[src/rtl/shrink_pkg.sv]
package shrink_pkg;
    typedef enum logic {
        EMIT_GATED  = 1'b0,
        EMIT_MASKED = 1'b1
    } emit_mode_e;
endpackage

[src/rtl/shrink_ratio_limit.sv]
module shrink_ratio_limit #(
    parameter int RATIO_W = 7,
    parameter int HT_MIN  = 64
) (
    input  logic [RATIO_W-1:0] code,
    input  logic               halftone,
    output logic [RATIO_W:0]   step,
    output logic               clamped
);
    localparam int STEP_W = RATIO_W + 1;
    localparam logic [STEP_W-1:0] FLOOR = STEP_W'(HT_MIN);

    logic [STEP_W-1:0] raw_d;

    always_comb begin
        raw_d   = {1'b0, code} + STEP_W'(1);
        clamped = halftone && (raw_d < FLOOR);
        step    = clamped ? FLOOR : raw_d;
    end
endmodule

[src/rtl/shrink_phase.sv]
module shrink_phase #(
    parameter int RATIO_W = 7
) (
    input  logic             clk,
    input  logic             rst_n,
    input  logic             adv,
    input  logic             restart,
    input  logic [RATIO_W:0] step,
    output logic             keep
);
    localparam int FULL = 1 << RATIO_W;

    typedef struct packed {
        logic [RATIO_W-1:0] acc;
        logic [RATIO_W-1:0] gap;
    } phase_t;

    phase_t st_q, st_d;
    logic [RATIO_W:0] sum_d;

    always_comb begin
        st_d  = st_q;
        sum_d = {1'b0, st_q.acc} + step;
        keep  = adv && (restart || sum_d[RATIO_W]);
        if (adv) begin
            st_d.acc = restart ? '0 : sum_d[RATIO_W-1:0];
            st_d.gap = keep ? '0 : st_q.gap + 1'b1;
        end
    end

    always_ff @(posedge clk) begin
        if (!rst_n) st_q <= '0;
        else        st_q <= st_d;
    end

    // with a step of at least 1, no run of drops reaches a full unit.
    a_r2_bounded_gap: assert property (@(posedge clk) disable iff (!rst_n)
        (adv && !keep) |-> (int'(st_q.gap) < FULL - 1));
endmodule

[src/rtl/shrink_black_carry.sv]
module shrink_black_carry (
    input  logic clk,
    input  logic rst_n,
    input  logic adv,
    input  logic restart,
    input  logic keep,
    input  logic binary,
    input  logic bit_in,
    output logic merged
);
    logic carry_q, carry_d;

    always_comb begin
        merged  = bit_in | (carry_q & ~restart);
        carry_d = carry_q;
        if (adv) begin
            if (restart || keep || !binary) carry_d = 1'b0;
            else                            carry_d = carry_q | bit_in;
        end
    end

    always_ff @(posedge clk) begin
        if (!rst_n) carry_q <= 1'b0;
        else        carry_q <= carry_d;
    end
endmodule

[src/rtl/hscan_shrinker.sv]
module hscan_shrinker
    import shrink_pkg::*;
#(
    parameter int PIX_W   = 6,
    parameter int RATIO_W = 7,
    parameter int HT_MIN  = 64
) (
    input  logic               clk,
    input  logic               rst_n,
    input  logic               in_valid,
    input  logic               in_line_start,
    input  logic [PIX_W-1:0]   in_pix,
    input  logic [RATIO_W-1:0] cfg_ratio,
    input  logic               cfg_halftone,
    input  logic               cfg_emit,
    output logic               out_valid,
    output logic               out_keep,
    output logic [PIX_W-1:0]   out_pix,
    output logic               out_clamped
);
    localparam int STEP_W = RATIO_W + 1;
    localparam logic [STEP_W-1:0] FULL = STEP_W'(1 << RATIO_W);

    typedef struct packed {
        logic [STEP_W-1:0] step;
        logic              clamped;
        logic              halftone;
        emit_mode_e        emit;
    } cfg_t;

    typedef struct packed {
        logic             valid;
        logic             keep;
        logic [PIX_W-1:0] pix;
        logic             clamped;
    } out_t;

    cfg_t cfg_q, cfg_d, cur;
    out_t o_q, o_d;
    logic              start_w, keep_w, merged_w, live_clamp_w;
    logic [STEP_W-1:0] live_step_w;

    shrink_ratio_limit #(.RATIO_W(RATIO_W), .HT_MIN(HT_MIN)) u_limit (
        .code     (cfg_ratio),
        .halftone (cfg_halftone),
        .step     (live_step_w),
        .clamped  (live_clamp_w)
    );

    always_comb begin
        start_w = in_valid && in_line_start;
        if (start_w) begin
            cur.step     = live_step_w;
            cur.clamped  = live_clamp_w;
            cur.halftone = cfg_halftone;
            cur.emit     = emit_mode_e'(cfg_emit);
        end else begin
            cur = cfg_q;
        end
    end

    shrink_phase #(.RATIO_W(RATIO_W)) u_phase (
        .clk     (clk),
        .rst_n   (rst_n),
        .adv     (in_valid),
        .restart (start_w),
        .step    (cur.step),
        .keep    (keep_w)
    );

    shrink_black_carry u_carry (
        .clk     (clk),
        .rst_n   (rst_n),
        .adv     (in_valid),
        .restart (start_w),
        .keep    (keep_w),
        .binary  (!cur.halftone),
        .bit_in  (in_pix[0]),
        .merged  (merged_w)
    );

    always_comb begin
        cfg_d      = cur;
        o_d        = o_q;
        o_d.valid  = in_valid && ((cur.emit == EMIT_MASKED) || keep_w);
        o_d.keep   = keep_w;
        o_d.clamped = cfg_d.clamped;
        if (in_valid) begin
            if (keep_w && !cur.halftone) o_d.pix = {{(PIX_W-1){1'b0}}, merged_w};
            else                         o_d.pix = in_pix;
        end
    end

    always_ff @(posedge clk) begin
        if (!rst_n) begin
            cfg_q <= '{step: FULL, clamped: 1'b0, halftone: 1'b0, emit: EMIT_GATED};
            o_q   <= '0;
        end else begin
            cfg_q <= cfg_d;
            o_q   <= o_d;
        end
    end

    assign out_valid   = o_q.valid;
    assign out_keep    = o_q.keep;
    assign out_pix     = o_q.pix;
    assign out_clamped = o_q.clamped;

    // an idle input cycle yields an idle output cycle.
    a_r1_idle: assert property (@(posedge clk) disable iff (!rst_n)
        !in_valid |=> !out_valid);
    // the line-start pixel is always kept.
    a_r4_line_head: assert property (@(posedge clk) disable iff (!rst_n)
        (in_valid && in_line_start) |=> (out_valid && out_keep));
    // a unit step drops nothing.
    a_r3_pass_all: assert property (@(posedge clk) disable iff (!rst_n)
        (in_valid && !in_line_start && cfg_q.step == FULL) |=> out_keep);
    // a kept pixel is always strobed.
    a_r8_keep_strobed: assert property (@(posedge clk) disable iff (!rst_n)
        out_keep |-> out_valid);
    // masked mode strobes every pixel.
    a_r9_masked_all: assert property (@(posedge clk) disable iff (!rst_n)
        (in_valid && !in_line_start && cfg_q.emit == EMIT_MASKED) |=> out_valid);
    // kept binary pixels carry only bit 0.
    a_r5_binary_upper: assert property (@(posedge clk) disable iff (!rst_n)
        (keep_w && !cur.halftone) |=> (out_pix[PIX_W-1:1] == '0));
    // halftone lines never run below the step floor.
    a_r6_step_floor: assert property (@(posedge clk) disable iff (!rst_n)
        cfg_q.halftone |-> (int'(cfg_q.step) >= HT_MIN));
    // configuration only moves on a line-start pixel.
    a_r7_cfg_hold: assert property (@(posedge clk) disable iff (!rst_n)
        !(in_valid && in_line_start) |=> $stable(cfg_q));
endmodule

[config.mk]
export PLATFORM = sky130hd
export DESIGN_NAME = hscan_shrinker
export DESIGN_NICKNAME = d
export VERILOG_FILES = /design/src/rtl/shrink_pkg.sv /design/src/rtl/shrink_ratio_limit.sv /design/src/rtl/shrink_phase.sv /design/src/rtl/shrink_black_carry.sv /design/src/rtl/hscan_shrinker.sv
export SDC_FILE = /design/constraint.sdc
export NUM_CORES = 1
export LEC_CHECK = 0
export BUFFER_PORTS_ARGS = -buffer_cell sky130_fd_sc_hd__buf_2
export CAP_MARGIN = 0
export CORE_UTILIZATION = 54
export CTS_CLUSTER_DIAMETER = 60
export CTS_CLUSTER_SIZE = 16
export DETAILED_ROUTE_END_ITERATION = 10
export PLACE_DENSITY = 0.82
export REMOVE_ABC_BUFFERS = 1
export SYNTH_ARGS = -nofsm -noshare
export SYNTH_HDL_FRONTEND = slang
export SYNTH_SLANG_ARGS = --single-unit
[constraint.sdc]
create_clock -name clk -period 4.1 [get_ports clk]
set_input_delay 0.82 -clock clk [delete_from_list [all_inputs] [get_ports clk]]
set_output_delay 0.82 -clock clk [all_outputs]
set_load 0.005 [all_outputs]
==> key figures <==
Setup path
  – FF-to-FF Start: cfg_q[3]$_SDFF_PN0_
  – Crit. End Element: flop
  – Worst EP required: between 4000 and 5000 ps
  – Worst Path Class, Setup: in -> reg
  – CP Data Arrival Time: about 3500 ps
  – FF-to-FF path depth: 8
  – CP Launch Point: cfg_ratio[0]
  – CP Max Fanout: 7
  – Setup crit start kind: primary input

Drt
  – Via count: approximately 1200
  – Routed WL per cell: 13.9 um
  – Router iterations before antenna repair: 4
  – ANT nets after route: 0
  – DRC Markers: 0
  – Vias per std cell: a little under 6
  – Drt total wl: approximately 3000 um
  – Initial drt markers: 20

Clocking
  – Root Buffer: clkbuf_4
  – Bufs on Longest Clock Path: 2
  – Clock transition at path regs: roughly 150 ps
  – CTS tree: yes
  – TritonCTS Buffers: 3
  – CTS H-Tree Depth: 1
  – Setup bufs post-CTS: 0
  – Hold_buf cts: 0
  – # clock sinks: 27
  – Cts repair resizes: 0
  – Clk_lat worst skew: roughly 320 ps

Placement
  – DP Cell Count: 211
  – GP Congestion: between 0.8 and 0.9
  – Port Buffers: 27
  – Final HPWL DP: ~2300 um
  – Area after DPL: roughly 0.0016 mm^2

Layout
  – Synth-to-Final Area Change: 11.3%
  – Highest-count cells in the layout ignoring fill and taps: dfxtp_1 (27), buf_2 (27), nand2_1 (19)
  – Net count, final: 215
  – Final instance area: ~0.0017 mm^2
  – ANT cells: 0
  – Number of fill cells: 226
  – Layout cells sized above 1: between 20% and 30%
  – Non-filler instance count after layout: about 220

Worst hold path
  – Hold path depth: 2
  – HP Class: reg -> reg
  – HP Start: cfg_q[0]$_SDFF_PN0_

Power
  – Reg power frac: approximately 58%
  – P_leak: 0.743 nW
  – Final total power: 0.484 mW
  – Pwr/cell area: roughly 290 mW/mm^2
  – Clock power frac: about a quarter
  – P_sw: roughly 0.13 mW
  – Net Sw Frac: 27.7%
  – Max VDD drop: around 260 uV
  – Internal power: roughly 0.35 mW
  – Combinational power share: between 10% and 20%

Yosys
  – Synthesis-stage register bit count: 27
  – Syn Area/Cell: about 9.3 um^2
  – Post-synth top flop: dfxtp_1
  – Share of flip-flops with an asynchronous set or reset: 0%
  – Number of synthesized flops with an enable pin: 0
  – Seq/Total Area, Yosys: 35.9%
  – Synth Warn #: 0
  – Post-Synthesis Cells: 162
  – Cell variety after synth: 41
  – Mapped cell area: between 0.0015 and 0.002 mm^2

Die
  – Die width: 54.8 um
  – I/O pins: 28
  – Row count: 18
  – Initial Utilization: slightly below 60%
  – Die height: 54.8 um
  – Die area: between 0.003 and 0.004 mm^2
  – CORE AREA: 0.00254 mm^2

Timing
  – Max Freq: approximately 310 MHz
  – Min Tclk post-route: 3260 ps
  – Hold WS: 484 ps
  – Worst-Margin Slew: approximately 530 ps
  – Final Max Tran Viols: 0
  – Tcrit/Tclk final: 79.5%
  – Slew headroom: around 64%
  – Fin. Hold Viols: 0
  – Final TNS setup: 0 ps
  – # setup viols final: 0
  – RSZ-0062 raised after global routing: false
  – Worst Skew: roughly 3.6 ps

GRT
  – Vias in the first global route: approximately 1100
  – Pin count of the biggest net entering global routing: 24
  – Total global routing overflow: 0
  – First-pass GRT wire length: roughly 4800 um
  – Initial antenna violation count: 0
  – Gr usage total: between 20% and 30%

Outcome
  – Status: finished, final reports clean

Run
  – Max-cap violations: 0
## metal layers
metal / wire length (um) / GRT usage (%) / up-vias
met5: 0 / 0 / -
met4: 15 / 5.13 / 0
met3: 72 / 2.50 / 2
met2: 1390 / 37.1 / 20
met1: 1510 / 29.7 / 579
li1: - / - / 640
## worst paths after layout
path / endpoint / slack (ps)
setup / recovery: u_phase.st_q[11]$_SDFFE_PN0P_ / 840
hold / removal: cfg_q[0]$_SDFF_PN0_ / 480
setup reg to reg: u_phase.st_q[11]$_SDFFE_PN0P_ / 1970
hold reg to reg: cfg_q[0]$_SDFF_PN0_ / 480
## registers in the layout, summed over array words and instances, names as in the netlist
name / count
out_clamped: 1
out_valid: 1
u_phase.st_q: 7
cfg_q: 10
out_keep: 1
out_pix: 6
u_carry.carry_q: 1
## final cells by class
class	count	area, um^2	area share (%)
Sequential cell	27	541	32.3
Tap cell	30	37.5	2.24
Clock buffer	3	22.5	1.34
Multi-Input combinational cell	121	908	54.2
Inverter	5	18.8	1.12
Clock inverter	1	5.00	0.299
Timing Repair Buffer	28	143	8.51
## synth_stat cells (2+ instances only)
master	count	area share, %
a22o_1	8	4.7
ha_1	9	7.5
inv_1	5	1.2
nand2b_1	2	0.83
o22ai_1	4	1.7
clkbuf_1	8	2.0
a21oi_1	5	1.7
a211oi_1	2	1.0
nor2b_1	4	1.7
xnor2_1	5	2.9
a32oi_1	5	2.9
a21o_1	5	2.5
and2_1	13	5.4
a211oi_2	2	1.7
dfxtp_1	27	36
xor2_1	3	1.7
a21boi_0	2	1.0
nand3_1	4	1.3
o211ai_1	2	1.0
nand2_1	19	4.7
o21ai_0	7	2.3
mux2_2	2	1.5
## cell families after synthesis
group	Yosys count	share of synthesized area, %
AO/OA/AOI/OAI	50	26.4
AND/OR/NAND/NOR	50	17.9
flip-flops	27	35.9
buffers and inverters	14	3.74
adder cells (fa/ha/maj)	10	8.81
XOR/XNOR	9	5.74
multiplexers	2	1.50
## critical path, cell delays in order
cell	delay, ps
buf_2	110
ha_1	230
nand2_1	110
nor4_1	370
a211oi_2	140
a22o_1	230
ha_1	240
fa_1	430
a21o_1	200
a21oi_1	220
xor2_1	170
o22ai_1	70
and2_1	150
## power by group through the flow
stage          Sequential [mW]  Combinational [mW]  Clock, mW
2_1_floorplan            0.285              0.0514          0
3_3_place_gp             0.285              0.0830          0
3_5_place_dp             0.286              0.0872          0
4_1_cts                  0.280              0.0874      0.119
5_1_grt                  0.281              0.0976      0.128
6_report                 0.280              0.0875      0.117
## metrics by stage
step,setup WS (ps),utilization [%]
3_5_place_dp,506,64.7
3_3_place_gp,594,64.7
6_report,839,65.8
5_1_grt,639,65.8
2_1_floorplan,919,-
4_1_cts,852,65.8
(Power assumes the default switching activity.)
